`config.mk`:
```
export PLATFORM = sky130hd
export DESIGN_NAME = deadtime_scaler
export DESIGN_NICKNAME = d
export VERILOG_FILES = /design/src/rtl/dts_pkg.sv /design/src/rtl/dts_pulser.sv /design/src/rtl/dts_edge.sv /design/src/rtl/dts_sat_counter.sv /design/src/rtl/deadtime_scaler.sv
export SDC_FILE = /design/constraint.sdc
export NUM_CORES = 2
export LEC_CHECK = 0
export ABC_CLOCK_PERIOD_IN_PS = 55500
export BUFFER_PORTS_ARGS = -buffer_cell sky130_fd_sc_hd__buf_2
export CAP_MARGIN = 20
export CORE_MARGIN = 1
export CORE_UTILIZATION = 50
export CTS_CLUSTER_DIAMETER = 120
export DETAILED_ROUTE_END_ITERATION = 8
export PLACE_DENSITY = 0.73
export SLEW_MARGIN = 20
export SYNTH_ARGS = -nofsm -noshare
export SYNTH_HDL_FRONTEND = slang
export SYNTH_SLANG_ARGS = --single-unit
```
`constraint.sdc`:
```
create_clock -name clk -period 55.5 [get_ports clk]
set_clock_uncertainty 0.15 [all_clocks]
set_input_delay 11.1 -clock clk [delete_from_list [all_inputs] [get_ports clk]]
set_output_delay 11.1 -clock clk [all_outputs]
set_load 0.01 [all_outputs]
```
`src/rtl/dts_pkg.sv`:
```
package dts_pkg;
  localparam int unsigned FIXED_CH = 4;
  typedef enum int unsigned {
    CH_PULSE_FREE  = 0,
    CH_PULSE_GATED = 1,
    CH_TRIG_RAW    = 2,
    CH_TRIG_LIVE   = 3
  } fixed_ch_e;
endpackage

```
`src/rtl/dts_pulser.sv`:
```
module dts_pulser #(
  parameter int unsigned DIV = 4000,
  localparam int unsigned DIV_W = (DIV > 2) ? $clog2(DIV) : 1
) (
  input  logic clk,
  input  logic rst_n,
  input  logic restart_i,
  output logic tick_o
);
  logic [DIV_W-1:0] div_q, div_d;

  always_comb begin
    tick_o = (div_q == DIV_W'(DIV - 1));
    if (restart_i || tick_o) div_d = '0;
    else                     div_d = div_q + 1'b1;
  end

  always_ff @(posedge clk or negedge rst_n) begin
    if (!rst_n) div_q <= '0;
    else        div_q <= div_d;
  end
endmodule

```
`src/rtl/dts_edge.sv`:
```
module dts_edge #(
  parameter int unsigned W = 18
) (
  input  logic         clk,
  input  logic         rst_n,
  input  logic [W-1:0] lvl_i,
  output logic [W-1:0] rise_o
);
  logic [W-1:0] prev_q;

  assign rise_o = lvl_i & ~prev_q;

  always_ff @(posedge clk or negedge rst_n) begin
    if (!rst_n) prev_q <= '0;
    else        prev_q <= lvl_i;
  end
endmodule

```
`src/rtl/dts_sat_counter.sv`:
```
module dts_sat_counter #(
  parameter int unsigned W = 32
) (
  input  logic         clk,
  input  logic         rst_n,
  input  logic         clr_i,
  input  logic         inc_i,
  output logic [W-1:0] cnt_o
);
  logic [W-1:0] cnt_q, cnt_d;
  logic         en;

  always_comb begin
    en    = clr_i | inc_i;
    cnt_d = cnt_q;
    if (clr_i)                   cnt_d = '0;
    else if (cnt_q != {W{1'b1}}) cnt_d = cnt_q + 1'b1;
  end

  always_ff @(posedge clk or negedge rst_n) begin
    if (!rst_n)  cnt_q <= '0;
    else if (en) cnt_q <= cnt_d;
  end

  assign cnt_o = cnt_q;
endmodule

```
`src/rtl/deadtime_scaler.sv`:
```
module deadtime_scaler
  import dts_pkg::*;
#(
  parameter int unsigned CNT_W     = 32,
  parameter int unsigned NUM_SRC   = 16,
  parameter int unsigned PULSE_DIV = 4000,
  localparam int unsigned NUM_CNT  = FIXED_CH + NUM_SRC,
  localparam int unsigned SEL_W    = $clog2(NUM_CNT)
) (
  input  logic               clk,
  input  logic               rst_n,
  input  logic               veto_i,
  input  logic               raw_trig_i,
  input  logic               live_trig_i,
  input  logic [NUM_SRC-1:0] src_i,
  input  logic               clear_i,
  input  logic               latch_i,
  input  logic [SEL_W-1:0]   rd_sel_i,
  output logic [CNT_W-1:0]   rd_data_o
);
  localparam int unsigned EDGE_W = NUM_SRC + 2;

  // reset: asserted asynchronously, released after two edges
  logic rst_s1_q, rst_q_n;
  always_ff @(posedge clk or negedge rst_n) begin
    if (!rst_n) begin
      rst_s1_q <= 1'b0;
      rst_q_n  <= 1'b0;
    end else begin
      rst_s1_q <= 1'b1;
      rst_q_n  <= rst_s1_q;
    end
  end

  logic              tick;
  logic [EDGE_W-1:0] rise;
  logic [NUM_CNT-1:0] inc;
  logic [CNT_W-1:0]  cnt_q   [NUM_CNT];
  logic [CNT_W-1:0]  shadow_q[NUM_CNT];

  dts_pulser #(.DIV(PULSE_DIV)) u_pulser (
    .clk      (clk),
    .rst_n    (rst_q_n),
    .restart_i(clear_i),
    .tick_o   (tick)
  );

  dts_edge #(.W(EDGE_W)) u_edge (
    .clk   (clk),
    .rst_n (rst_q_n),
    .lvl_i ({src_i, live_trig_i, raw_trig_i}),
    .rise_o(rise)
  );

  always_comb begin
    inc[CH_PULSE_FREE]  = tick;
    inc[CH_PULSE_GATED] = tick & ~veto_i;
    inc[CH_TRIG_RAW]    = rise[0];
    inc[CH_TRIG_LIVE]   = rise[1];
    inc[NUM_CNT-1:FIXED_CH] = rise[EDGE_W-1:2];
  end

  for (genvar g = 0; g < NUM_CNT; g++) begin : g_ch
    dts_sat_counter #(.W(CNT_W)) u_cnt (
      .clk  (clk),
      .rst_n(rst_q_n),
      .clr_i(clear_i),
      .inc_i(inc[g]),
      .cnt_o(cnt_q[g])
    );

    always_ff @(posedge clk or negedge rst_q_n) begin
      if (!rst_q_n)     shadow_q[g] <= '0;
      else if (latch_i) shadow_q[g] <= cnt_q[g];
    end
  end

  always_comb begin
    rd_data_o = '0;
    if ({1'b0, rd_sel_i} < (SEL_W+1)'(NUM_CNT))
      rd_data_o = shadow_q[rd_sel_i];
  end
endmodule

```
==> flow_summary_export.csv <==
group,metric,value,unit
clock_tree,cts_tree,"built",
power,vdd_drop_max,0.0297,mV
logic_synthesis,ys_seq_area_share,50.5,%
timing,fin_crit_sh,45.7,%
route,ant_nets,0,
timing,worst_pin_slew,1.12,ns
logic_synthesis,synth_most_common_cell,"dfrtp_1",
place,gp_congestion,1.05,
route,avgViaCountPerCell,6.61,
clock_tree,cts_made_buffers,141,
worst_setup_path,cp-startpoint,"rd_sel_i[1]",
logic_synthesis,yosys.area.top_type,"dfrtp_1",
logic_synthesis,syn_area_per_cell,11.4,sq um
finish,final_cell_area,71700,sq um
floorplanning,io_pins,60,
clock_tree,htree_levels,4,
route,wl,202,mm
global_routing,grt-ovfl-total,0,
global_routing,grt_pass1_wl,303,mm
logic_synthesis,synth_cells,5728,
floorplanning,dieArea,132000,sq um
floorplanning,dieHeight,363,um
finish,drive_gt1_share,21.7,%
timing,final.setup.tns,0,ns
worst_setup_path,timing.critical_path.mode_cell,"buf_6",
route,drcViolationCount,0,
timing,slew_viol_final,0,
worst_setup_path,crit_family,"buffers and inverters",
worst_setup_path,end_kind,"output port",
logic_synthesis,ys_warn_count,0,
timing,slew_headroom,25.3,%
logic_synthesis,synth_top_area_share,50.5,%
clock_tree,clkSinkCount,1312,
worst_setup_path,worstPathMaxFanout,92,
clock_tree,cts_resized,0,
logic_synthesis,syn_nets,5777,
timing,min_period,25.35,ns
floorplanning,fp-row-count,131,
hold_path,min-delay-path-class,"reg2reg",
floorplanning,die_width,363,um
hold_path,worstHoldStart,"rst_s1_q",
global_routing,grtUsageTotal,30.8,%
worst_setup_path,crit_arrival,14.10,ns
finish,n_fill_cell,10616,
finish,fin_nets,5712,
global_routing,grt_start_max_net_pins,180,
outcome,status,"finished clean",
clock_tree,cts_hold_buf,0,
timing,grt_setup_unrepaired,"false",
place,placed_cell_area,66700,sq um
timing,fmax,39.4,MHz
logic_synthesis,ys_async_sr_fraction,100,%
logic_synthesis,ys.flop_type,"dfrtp_1",
logic_synthesis,synth_enable_flop_cells,0,
worst_setup_path,slowest_stage,"buf_6",
finish,syn2layout_area_growth,10.2,%
floorplanning,coreArea,128000,sq um
logic_synthesis,synth_common_cells,"dfrtp_1, mux2_2, a21oi_1, nor2_1, clkbuf_1",
route,drt-initial-drc-count,5292,
place,place_hpwl,146,mm
logic_synthesis,synth_area,65000,sq um
global_routing,grt_antenna_before_repair,21,
worst_setup_path,critPathLaunchType,"input pin",
finish,fin_util,55.8,%
clock_tree,ctsRootBufferMaster,"clkbuf_16",
worst_setup_path,cp_data_required_time,44.25,ns
worst_setup_path,crit_path_max_incr_delay,0.72,ns
timing,finalSetupViolations,0,
worst_setup_path,reg2reg_from,"rst_q_n",
worst_setup_path,path_buf_inv,3,
power,p_leak,30.2,nW
clock_tree,cts_buffer_depth,3,
route,routedWlPerCell,26.9,um
clock_tree,clkSlewWorstSetupHoldPaths,0.06,ns
logic_synthesis,synth.distinct_cells,83,
run,cap_violations,0,
route,dr.pass1.iters,8,
clock_tree,clk-insertion-delay-late,0.80,ns
clock_tree,postCtsSetupBuffers,0,
logic_synthesis,synth_area_leaders,"dfrtp_1, mux2_2, mux4_2",
power,power_density,28.4,nW/um^2
timing,finalHoldViolations,0,
place,port_buffers,59,
worst_setup_path,crit_chain,"buf_6 > buf_6 > mux4_2 > mux2i_1 > nor2_1 > a21oi_1 > o22ai_1 > buf_2",
logic_synthesis,ys_seq_elements,1312,
floorplanning,start_util,50.7,%
route,vias,49708,
global_routing,grt_pass1_vias,46636,
worst_setup_path,crit_type,"in2out",
-- worst register-to-register path: stages (launching register included) --
cell     delay [ns]
dfrtp_4        1.04
buf_4          0.86
buf_4          0.77
buf_4          0.75
buf_4          0.88
-- cell usage in the layout (no fill, tap or decap), types with 32 or more instances in the layout --
cell type / count
a21oi_1: 407
and3_1: 77
and4_1: 74
buf_2: 56
buf_4: 38
clkbuf_16: 145
dfrtp_1: 1311
inv_1: 87
mux2_2: 678
mux2i_1: 82
mux4_2: 160
nand2_1: 250
nand3_1: 227
nand4_1: 194
nor2_1: 308
nor2b_1: 48
nor3_1: 66
nor4_1: 84
o21ai_0: 244
o22ai_1: 32
o31ai_1: 136
or3_1: 242
or4_1: 165
xnor2_1: 108
xor2_1: 48
-- per-stage QoR --
stage | power (mW) | hold slack, ns | setup WS (ns) | std cells
2_1_floorplan | 1.05 | 0.181 | 16.07 | 5728
3_3_place_gp | 1.08 | 0.189 | 30.12 | 7246
3_5_place_dp | 1.08 | 0.189 | 30.10 | 7246
4_1_cts | 2.05 | 0.202 | 30.08 | 7500
5_1_grt | 2.09 | 0.229 | 30.14 | 7505
6_report | 2.04 | 0.199 | 30.15 | 7516
-- final timing paths --
path                                            end  slack, ns  cells after the start
max                                   rd_data_o[10]      30.15                      8
min reg2reg                                 rst_q_n       0.20                      0
max in group asynchronous                   rst_q_n      45.16                      1
max reg2reg                g_ch[17].u_cnt.cnt_o[20]      50.95                      4
min in group asynchronous   g_ch[9].u_cnt.cnt_o[29]       0.34                      0
min                                         rst_q_n       0.20                      0
-- logic make-up (layout without fill, tap and decap cells) --
kind of cell	Yosys count	count (layout)	synth area share, %
mux	920	920	18.5
compound gates	1028	1028	9.60
other cells	1	14	0.00577
fa+ha+maj	21	21	0.404
simple gates	1887	1887	16.5
buf+inv	403	449	2.39
xor+xnor	156	156	2.10
flops	1312	1312	50.5
-- area by class of cell --
| type | count | area (sq um) | area share [%] |
|---|---|---|---|
| multi-input combinational | 4013 | 30700 | 42.9 |
| clock buffer | 192 | 4040 | 5.63 |
| tap | 1729 | 2160 | 3.02 |
| antenna | 13 | 32.5 | 0.0454 |
| inverter | 88 | 332 | 0.463 |
| timing repair buffer | 107 | 782 | 1.09 |
| clock inverter | 62 | 762 | 1.06 |
| sequential | 1312 | 32800 | 45.8 |
-- flip-flops by register name, summed over array words and instances (netlist names) --
name,cells
shadow_q,640
rst_q_n,1
g_ch.u_cnt.cnt_o,640
u_edge.prev_q,18
u_pulser.div_q,12
rst_s1_q,1
-- where the power goes --
part	internal, mW	switching, mW	leakage, nW
sequential	0.964	0.0151	18.3
clock	0.566	0.410	2.35
combinational	0.0256	0.0548	9.57
-- layer usage --
metal / routed length, um / track usage [%] / vias up
met5: 36 / 0 / -
met4: 18900 / 24.2 / 6
met3: 19900 / 9.00 / 638
met2: 87500 / 44.8 / 2203
met1: 76000 / 38.6 / 25238
li1: - / - / 21623
(Power assumes the default switching activity.)
